[config.mk]
export PLATFORM = sky130hd
export DESIGN_NAME = ptc_timer
export DESIGN_NICKNAME = d
export VERILOG_FILES = /design/src/rtl/ptc_pkg.sv /design/src/rtl/ptc_prescaler.sv /design/src/rtl/ptc_trig_sel.sv /design/src/rtl/ptc_count_core.sv /design/src/rtl/ptc_timer.sv
export SDC_FILE = /design/constraint.sdc
export NUM_CORES = 1
export LEC_CHECK = 0
export BUFFER_PORTS_ARGS = -buffer_cell sky130_fd_sc_hd__buf_2
export CAP_MARGIN = 0
export CORE_MARGIN = 10
export CORE_UTILIZATION = 46
export CTS_BUF_LIST = sky130_fd_sc_hd__clkbuf_16
export DETAILED_ROUTE_END_ITERATION = 16
export PLACE_DENSITY = 0.73
export SLEW_MARGIN = 15
export SYNTH_ARGS = -nofsm -noshare
export SYNTH_HDL_FRONTEND = slang
export SYNTH_SLANG_ARGS = --single-unit
[constraint.sdc]
create_clock -name clk -period 3.9 [get_ports clk]
set_clock_uncertainty 0.2 [all_clocks]
set_input_delay 0.78 -clock clk [delete_from_list [all_inputs] [get_ports clk]]
set_output_delay 0.78 -clock clk [all_outputs]
set_load 0.005 [all_outputs]
[src/rtl/ptc_pkg.sv]
package ptc_pkg;

    localparam int PTC_PS_W   = 3;
    localparam int PTC_TSEL_W = 4;
    localparam int PTC_CTRL_W = 15;

    // Layout of a control word as written
    typedef struct packed {
        logic                  stop_ovf;
        logic                  reload_trg;
        logic                  start_trg;
        logic [PTC_TSEL_W-1:0] tsel;
        logic                  flag_clr;
        logic                  irq_en;
        logic                  updown;
        logic [PTC_PS_W-1:0]   ps;
        logic [1:0]            src;
    } ptc_wr_t;

    // Stored configuration (the clear bit is a strobe, not kept)
    typedef struct packed {
        logic                  stop_ovf;
        logic                  reload_trg;
        logic                  start_trg;
        logic [PTC_TSEL_W-1:0] tsel;
        logic                  irq_en;
        logic                  updown;
        logic [PTC_PS_W-1:0]   ps;
        logic [1:0]            src;
    } ptc_cfg_t;

endpackage

[src/rtl/ptc_prescaler.sv]
module ptc_prescaler #(
    parameter int PS_W = 3
) (
    input  logic            clk,
    input  logic            rst_n,
    input  logic [1:0]      src_i,
    input  logic [PS_W-1:0] ps_i,
    input  logic            ext_tick_i,
    input  logic            pause_i,
    output logic            tick_o
);
    localparam int DIV_W = (1 << PS_W) - 1;

    typedef struct packed {
        logic [DIV_W-1:0] div;
    } div_state_t;

    div_state_t s_q, s_d;
    logic [DIV_W-1:0] lim;
    logic             src_on, src_evt;

    always_comb begin
        s_d     = s_q;
        lim     = DIV_W'((32'd1 << ps_i) - 32'd1);
        src_on  = (src_i == 2'd1) || (src_i == 2'd2);
        src_evt = (src_i == 2'd1) || ((src_i == 2'd2) && ext_tick_i);
        tick_o  = src_evt && !pause_i && (s_q.div >= lim);
        if (!src_on) begin
            s_d.div = '0;
        end else if (src_evt && !pause_i) begin
            s_d.div = (s_q.div >= lim) ? '0 : s_q.div + DIV_W'(1);
        end
    end

    always_ff @(posedge clk or negedge rst_n) begin
        if (!rst_n) s_q <= '0;
        else        s_q <= s_d;
    end


    div_off_chk: assert property (@(posedge clk) disable iff (!rst_n)
        (src_i == 2'd0 || src_i == 2'd3) |=> (s_q.div == '0));


    tick_spacing_chk: assert property (@(posedge clk) disable iff (!rst_n)
        (tick_o && ps_i != '0) |=> (!tick_o || ps_i == '0));

endmodule

[src/rtl/ptc_trig_sel.sv]
module ptc_trig_sel #(
    parameter int SEL_W = 4
) (
    input  logic [(1<<SEL_W)-1:0] trig_i,
    input  logic [SEL_W-1:0]      sel_i,
    output logic                  hit_o
);
    localparam int N = 1 << SEL_W;

    logic [N-1:0] match;

    for (genvar g = 0; g < N; g++) begin : g_line
        assign match[g] = trig_i[g] && (sel_i == SEL_W'(g));
    end

    assign hit_o = |match;

endmodule

[src/rtl/ptc_count_core.sv]
module ptc_count_core #(
    parameter int CNT_W = 16
) (
    input  logic             clk,
    input  logic             rst_n,
    input  logic             tick_i,
    input  logic             trig_hit_i,
    input  logic             updown_i,
    input  logic             sot_i,
    input  logic             sot_arm_i,
    input  logic             rot_i,
    input  logic             soo_i,
    input  logic [CNT_W-1:0] mod_i,
    input  logic             cnt_clr_i,
    input  logic             ovf_clr_i,
    output logic [CNT_W-1:0] cnt_o,
    output logic             down_o,
    output logic             flag_o,
    output logic             reload_o
);
    typedef struct packed {
        logic [CNT_W-1:0] cnt;
        logic             down;
        logic             flag;
        logic             started;
        logic             stopped;
        logic             reload;
    } core_state_t;

    core_state_t s_q, s_d;
    logic        run, ovf;

    always_comb begin
        s_d        = s_q;
        s_d.reload = 1'b0;
        ovf        = 1'b0;
        run        = tick_i && (!sot_i || s_q.started) && !(soo_i && s_q.stopped);

        if (sot_arm_i)          s_d.started = 1'b0;
        if (trig_hit_i && sot_i) s_d.started = 1'b1;

        if (cnt_clr_i) begin
            s_d.cnt     = '0;
            s_d.down    = 1'b0;
            s_d.stopped = 1'b0;
        end else if (trig_hit_i && rot_i) begin
            s_d.cnt    = '0;
            s_d.down   = 1'b0;
            s_d.reload = 1'b1;
        end else if (run) begin
            if (!updown_i) begin
                s_d.down = 1'b0;
                if (s_q.cnt >= mod_i) begin
                    s_d.cnt = '0;
                    ovf     = 1'b1;
                end else begin
                    s_d.cnt = s_q.cnt + CNT_W'(1);
                end
            end else if (!s_q.down) begin
                if (s_q.cnt >= mod_i) begin
                    if (s_q.cnt <= CNT_W'(1)) begin
                        s_d.cnt = '0;
                        ovf     = 1'b1;
                    end else begin
                        s_d.cnt  = s_q.cnt - CNT_W'(1);
                        s_d.down = 1'b1;
                    end
                end else begin
                    s_d.cnt = s_q.cnt + CNT_W'(1);
                end
            end else begin
                if (s_q.cnt <= CNT_W'(1)) begin
                    s_d.cnt  = '0;
                    s_d.down = 1'b0;
                    ovf      = 1'b1;
                end else begin
                    s_d.cnt = s_q.cnt - CNT_W'(1);
                end
            end
        end

        if (ovf) begin
            s_d.reload = 1'b1;
            if (soo_i) s_d.stopped = 1'b1;
        end

        if (ovf)            s_d.flag = 1'b1;
        else if (ovf_clr_i) s_d.flag = 1'b0;
    end

    always_ff @(posedge clk or negedge rst_n) begin
        if (!rst_n) s_q <= '0;
        else        s_q <= s_d;
    end

    assign cnt_o    = s_q.cnt;
    assign down_o   = s_q.down;
    assign flag_o   = s_q.flag;
    assign reload_o = s_q.reload;


    cnt_clear_chk: assert property (@(posedge clk) disable iff (!rst_n)
        cnt_clr_i |=> (cnt_o == '0 && !down_o));


    flag_w1c_chk: assert property (@(posedge clk) disable iff (!rst_n)
        (ovf_clr_i && !tick_i) |=> !flag_o);


    stop_hold_chk: assert property (@(posedge clk) disable iff (!rst_n)
        (soo_i && s_q.stopped && !cnt_clr_i && !(trig_hit_i && rot_i)) |=> $stable(cnt_o));


    reload_zero_chk: assert property (@(posedge clk) disable iff (!rst_n)
        reload_o |-> (cnt_o == '0));

endmodule

[src/rtl/ptc_timer.sv]
module ptc_timer
    import ptc_pkg::*;
#(
    parameter int CNT_W = 16
) (
    input  logic                  clk,
    input  logic                  rst_n,
    input  logic                  ctrl_we,
    input  logic [PTC_CTRL_W-1:0] ctrl_wdata,
    input  logic                  mod_we,
    input  logic [CNT_W-1:0]      mod_wdata,
    input  logic                  cnt_we,
    input  logic                  ext_tick_i,
    input  logic [(1<<PTC_TSEL_W)-1:0] trig_i,
    input  logic                  pause_i,
    output logic [CNT_W-1:0]      count_o,
    output logic                  count_down_o,
    output logic                  reload_o,
    output logic                  ovf_flag_o,
    output logic                  ovf_irq_o
);
    typedef struct packed {
        ptc_cfg_t         cfg;
        logic [CNT_W-1:0] modv;
    } top_state_t;

    top_state_t s_q, s_d;
    ptc_wr_t    wr;
    logic       sot_arm, flag_clr, tick, trig_hit;

    always_comb begin
        wr       = ptc_wr_t'(ctrl_wdata);
        s_d      = s_q;
        sot_arm  = ctrl_we && wr.start_trg && !s_q.cfg.start_trg;
        flag_clr = ctrl_we && wr.flag_clr;
        if (ctrl_we) begin
            s_d.cfg.stop_ovf   = wr.stop_ovf;
            s_d.cfg.reload_trg = wr.reload_trg;
            s_d.cfg.start_trg  = wr.start_trg;
            s_d.cfg.tsel       = wr.tsel;
            s_d.cfg.irq_en     = wr.irq_en;
            s_d.cfg.updown     = wr.updown;
            s_d.cfg.ps         = wr.ps;
            s_d.cfg.src        = wr.src;
        end
        if (mod_we) s_d.modv = mod_wdata;
    end

    always_ff @(posedge clk or negedge rst_n) begin
        if (!rst_n) s_q <= '0;
        else        s_q <= s_d;
    end

    ptc_prescaler #(.PS_W(PTC_PS_W)) u_presc (
        .clk        (clk),
        .rst_n      (rst_n),
        .src_i      (s_q.cfg.src),
        .ps_i       (s_q.cfg.ps),
        .ext_tick_i (ext_tick_i),
        .pause_i    (pause_i),
        .tick_o     (tick)
    );

    ptc_trig_sel #(.SEL_W(PTC_TSEL_W)) u_tsel (
        .trig_i (trig_i),
        .sel_i  (s_q.cfg.tsel),
        .hit_o  (trig_hit)
    );

    ptc_count_core #(.CNT_W(CNT_W)) u_core (
        .clk        (clk),
        .rst_n      (rst_n),
        .tick_i     (tick),
        .trig_hit_i (trig_hit),
        .updown_i   (s_q.cfg.updown),
        .sot_i      (s_q.cfg.start_trg),
        .sot_arm_i  (sot_arm),
        .rot_i      (s_q.cfg.reload_trg),
        .soo_i      (s_q.cfg.stop_ovf),
        .mod_i      (s_q.modv),
        .cnt_clr_i  (cnt_we),
        .ovf_clr_i  (flag_clr),
        .cnt_o      (count_o),
        .down_o     (count_down_o),
        .flag_o     (ovf_flag_o),
        .reload_o   (reload_o)
    );

    assign ovf_irq_o = ovf_flag_o && s_q.cfg.irq_en;

endmodule

* Word level (Yosys, flattened, before mapping) *
Index checks and enable logic that the tools add are counted.
Widths: inputs -> output; s select.

operators by class
  add/sub/neg operators = 4
  multiply operators = 0
  divide/modulo/power cells = 0
  $lt $le $gt $ge = 3
  eq/ne operators = 18
  shifts and indexed selects = 1
  mux-type cells = 30
  bitwise logic cells = 0
  reduce and logical (&&, ||, !) cells = 39

operators with widths
  kind                   number
  $mux 17                5
  $mux 16                3
  $eq 4x4->1 const B     8
  $logic_and 1x1->1      28
  $mux 7                 3
  $mux 1                 18
  $add 16x1->16 const B  1
  $eq 4x3->1 const B     4
  $ge 16x16->1           1
  $le 16x1->1 const B    1
  $reduce_or 16->1       1
  $sub 16x1->16 const B  1
  $eq 4x2->1 const B     2
  $add 7x1->7 const B    1
  $ge 7x7->1             1
  $shl 1x3->7 const A    1
  $sub 7x1->7 const B    1
  $eq 4x1->1 const B     1
  $logic_not 4->1        1
  $reduce_bool 2->1      2
  $logic_not 1->1        3
  $logic_or 1x1->1       3
  $reduce_bool 3->1      1
  $eq 2x1->1 const B     1
  3 further kinds        3

storage, ports and cells
  register bits = 58
  bits in latches = 0
  bits in writable memories = 0
  bits in read-only memories = 0
  output and inout bits = 20
  memories = 0

* Logic depth before layout (Yosys ltp) *
  depth after elaboration = 11
  mapped depth = 15

* Hierarchy *
From an unflattened synthesis, not the netlist that was laid out.

unflattened totals
  cells, all modules = 392
  area, all modules = 4,070.2 um^2

by module, submodules not included
  module          instances  cells each  area an instance (um^2)  sequential area each (um^2)
  ptc_count_core  1          251         2,078.2                  525.5
  ptc_timer       1          67          1,234.9                  750.7
  ptc_prescaler   1          67          621.8                    175.2
  ptc_trig_sel    1          7           135.1                    0.0

* Worst setup path after synthesis *
No wires, ideal clock.

  kind = reg-to-reg
  start point = register s_q[18] (netlist bit)
  end point = register u_core.s_q (netlist bit u_core.cnt_o[5])
  arrival time = 3.127 ns
  slack = 0.453 ns
  stages on the path, launching flop included = 15
  buffers on the path = 3
  clock period less this slack = 3.447 ns
  cells stage by stage = dfrtp_1 > or3_1 > ha_1 > clkbuf_1 > xor2_1 > nor2_1 > a21oi_1 > ha_1 > o221ai_1 > nor3_1 > o311a_1 > clkbuf_1 > clkbuf_1 > o221ai_1 > a31o_1

on the way
  longest elaborated chain between the ends = 7

ends and longest elaborated chain
  what                                line                  RTL
  start: declaration                  ptc_timer.sv:27       top_state_t s_q, s_d;
  start signal: assignment            ptc_timer.sv:50       if (!rst_n) s_q <= '0;
  start signal: assignment            ptc_timer.sv:51       else s_q <= s_d;
  $shl 1x3->7                         ptc_prescaler.sv:24   lim = DIV_W'((32'd1 << ps_i) - 32'd1);
  $sub 7x1->7                         ptc_prescaler.sv:24
  $ge 7x7->1                          ptc_prescaler.sv:27   tick_o = src_evt && !pause_i && (s_q.div >= lim);
  $logic_and 1x1->1                   ptc_prescaler.sv:27
  $logic_and 1x1->1 (2 in a row)      ptc_count_core.sv:37  run = tick_i && (!sot_i || s_q.started) && !(soo_i && s_q.stopped);
  $reduce_bool 3->1 (no source line)  n/a
  end signal: assignment              ptc_count_core.sv:92  if (!rst_n) s_q <= '0;
  end signal: assignment              ptc_count_core.sv:93  else s_q <= s_d;
  end: declaration                    ptc_count_core.sv:30  core_state_t s_q, s_d;

No other way between the ends.
A chain may end at the register's enable or synchronous reset.

* Worst setup path in the final report *
  start point = register s_q[18] (netlist bit)
  end point = register u_core.s_q (netlist bit u_core.cnt_o[8])

The elaborated chain is that of the path after synthesis.

==> impl_metrics.csv <==
group,metric,value,unit
layout,fin_util,55.8,%
route,drt.antenna.violating_nets,0,
global_routing,grt_pass1_wl,17.3,mm
flow_run,maxCapViolCount,0,
clocking,cts_root_buffer,"clkbuf_16",
sta,fin_tns_setup,0,ns
sta,period_share,91.7,%
critical_path,crit_required,3.94,ns
placement,dp_slack,0.386,ns
clocking,clkSlewWorstSetupHoldPaths,0.05,ns
layout,multiInputGateArea,2200,um2
die,dieHeight,113,um
synthesis,async_flop_share,100,%
synthesis,ys_seq_area_share,36.6,%
power_and_ir_drop,cellLeakagePower,2.23,nW
layout,nFillCells,761,
placement,io_buffer_count,73,
critical_path,cp-start-kind,"flip-flop",
die,fp.dieW,113,um
critical_path,path_class,"reg -> reg",
critical_path,r2r_end,"u_core.cnt_o[8]",
die,core,8300,um2
sta,fin_ws,0.325,ns
layout,area_delta_synth_final,16.7,%
layout,diodes,0,
synthesis,ys_types,61,
synthesis,yosys_warnings,0,
critical_path,critPathArrivalTime,3.62,ns
sta,slew_headroom,57.8,%
clocking,htreeDepth,3,
die,io_pins,74,
sta,drv_slew,0,
die,std_cell_rows,33,
synthesis,synth_ff_type,"dfrtp_1",
sta,tightest_slew,0.632,ns
clocking,clockBufferDepth,2,
synthesis,ys_seq_elements,58,
clocking,numClockSinks,58,
critical_path,cp_max_fo,7,
synthesis,syn_nets,533,
critical_path,endpoint,"u_core.cnt_o[8]",
placement,hpwl,7.83,mm
placement,place_area,4320,um2
min_path,hold_class,"in -> async",
sta,post-route-min-period,3.58,ns
clocking,postCtsHoldBufs,0,
route,detailedRoute.firstPassIterationCount,6,
clocking,clock_latency,0.33,ns
critical_path,worstSetupStartpoint,"s_q[18]",
sta,rsz0062_at_grt,"false",
global_routing,grt_overflow_total,0,
die,start_util,47.8,%
power_and_ir_drop,power.density,368,nW/um2
synthesis,synth_enable_flop_cells,0,
global_routing,grt_usage,16.2,%
route,drc_errors,0,
layout,drive_gt1_share,22.5,%
synthesis,synthCells,449,
clocking,cts_resized,0,
die,die_area,12700,um2
clocking,cts_made_buffers,9,
global_routing,antenna_found_initial,0,
route,num_vias,3601,
global_routing,grt_pass1_vias,3556,
power_and_ir_drop,ir_drop,0.188,mV
outcome,outcome,"finished clean",
placement,gp_congestion,0.941,
layout,regArea,1450,um2
route,drtIter0Drc,339,
route,finalWirelength,10.6,mm
critical_path,r2r_start,"s_q[18]",
synthesis,synth_area_per_cell,8.83,um2
layout,fin_nets,590,
critical_path,cp-end-kind,"flip-flop",
layout,fin_area,4630,um2
clocking,post-cts-setup-buffers,0,
sta,hold_viol,0,
sta,finalSetupViolations,0,
route,wl_per_cell,17.2,um
route,drt-vias-per-instance,5.86,
critical_path,reg2reg_slack,0.32,ns
global_routing,grt_max_degree,48,
synthesis,netlist_area,3970,um2
clocking,tritoncts,"yes",
sta,max_freq,0.280,GHz
critical_path,ff2ff_path_depth,12,
[synth_stat cells, types with 2 or more instances]
cell type / count / area share, %
o21ai_1: 3 / 0.38
and3_1: 5 / 0.79
or4_1: 2 / 0.38
o31ai_1: 6 / 1.1
a21oi_1: 17 / 2.1
mux2i_1: 4 / 1.0
a21o_1: 3 / 0.57
buf_4: 16 / 3.0
o31a_1: 3 / 0.66
nor2_1: 23 / 2.2
o221ai_1: 2 / 0.44
mux2_2: 10 / 2.8
o211ai_1: 5 / 0.95
dfrtp_1: 58 / 37
xor2_1: 5 / 1.1
a22oi_1: 4 / 0.76
nor3_1: 11 / 1.4
nor4_2: 2 / 0.63
ha_1: 30 / 9.5
and2_1: 7 / 1.1
o21ai_0: 34 / 4.3
nand3_1: 20 / 2.5
nand4_1: 5 / 0.79
o311ai_1: 2 / 0.44
o21a_1: 4 / 0.76
buf_2: 4 / 0.50
inv_1: 28 / 2.7
o22ai_1: 4 / 0.63
a32o_1: 3 / 0.76
nor2_2: 2 / 0.32
or2_2: 2 / 0.32
a31oi_1: 13 / 2.1
or3_1: 2 / 0.32
nand2b_1: 2 / 0.32
xnor2_1: 5 / 1.1
nand2_1: 63 / 6.0
mux4_1: 3 / 2.0
clkbuf_1: 14 / 1.3
[cells in the final DEF (no fill, tap or decap), types with 6 or more instances in the layout]
cell       count
o21ai_0       34
ha_1          30
nand3_1       20
o31ai_1        6
mux2_2        10
inv_1         28
buf_2         72
clkbuf_16      9
a31oi_1       13
nor2_1        23
nor3_1        11
buf_4          9
a21oi_1       17
and2_1         7
nand2_1       63
dfrtp_1       58
[cell families after synthesis]
logic type | Yosys count | synth area share (%)
xor+xnor | 10 | 2.21
buf+inv | 63 | 7.79
compound gates | 116 | 19.1
mux | 18 | 6.41
flops | 58 | 36.6
simple gates | 154 | 18.5
fa+ha+maj | 30 | 9.47
[report_power, final]
part | switching, mW | total [mW] | leakage (nW) | internal (mW)
Sequential | 0.0257 | 0.663 | 0.747 | 0.637
Clock | 0.273 | 0.824 | 0.153 | 0.551
Combinational | 0.119 | 0.218 | 1.34 | 0.0986
[metal layers]
metal	vias to the layer above	share of wire, %	GRT usage [%]
met5	-	0	0
met4	0	2.9	5.67
met3	33	7.8	4.28
met2	164	46	26.7
met1	1685	43	19.9
li1	1719	-	-
[flip-flops by register name, indices dropped and copies added (netlist names)]
register,count
s_q,30
u_core.cnt_o,16
u_core.down_o,1
u_core.flag_o,1
u_core.reload_o,1
u_core.s_q,2
u_presc.s_q,7
[through the flow]
step	std cells	hold slack, ns	total power [mW]
2_1_floorplan	449	0.253	0.804
3_3_place_gp	600	0.283	0.877
3_5_place_dp	600	0.292	0.890
4_1_cts	615	0.305	1.72
5_1_grt	615	0.326	1.77
6_report	615	0.269	1.70
[critical path: stages, from the launching register on]
cell and delay [ns]:
dfrtp_1 0.44, or3_1 0.43, ha_1 0.29, xor2_1 0.17
nor2_1 0.14, a21oi_1 0.07, ha_1 0.33, o221ai_1 0.13
nor3_1 0.19, o311a_1 0.24, nand2_1 0.14, or4_1 0.54
a31oi_1 0.19
[worst min path at each step]
stage | from | endpoint | slack, ns | depth (start not counted)
2_1_floorplan | u_core.s_q[2] | u_core.s_q[2] | 0.25 | 2
3_3_place_gp | s_q[22] | s_q[22] | 0.28 | 1
3_5_place_dp | u_core.s_q[2] | u_core.s_q[2] | 0.29 | 2
4_1_cts | s_q[22] | s_q[22] | 0.31 | 1
5_1_grt | rst_n | s_q[19] | 0.33 | 1
6_report | rst_n | s_q[19] | 0.27 | 1
[final cells by class]
class	instances	share of cell area [%]
clock inverters	6	1.78
multi-input cells	328	47.6
well taps	105	2.84
repair buffers	81	9.25
clock buffers	9	4.87
flip-flops and latches	58	31.4
inverters	28	2.27
Power figures use the tool's default switching activity.
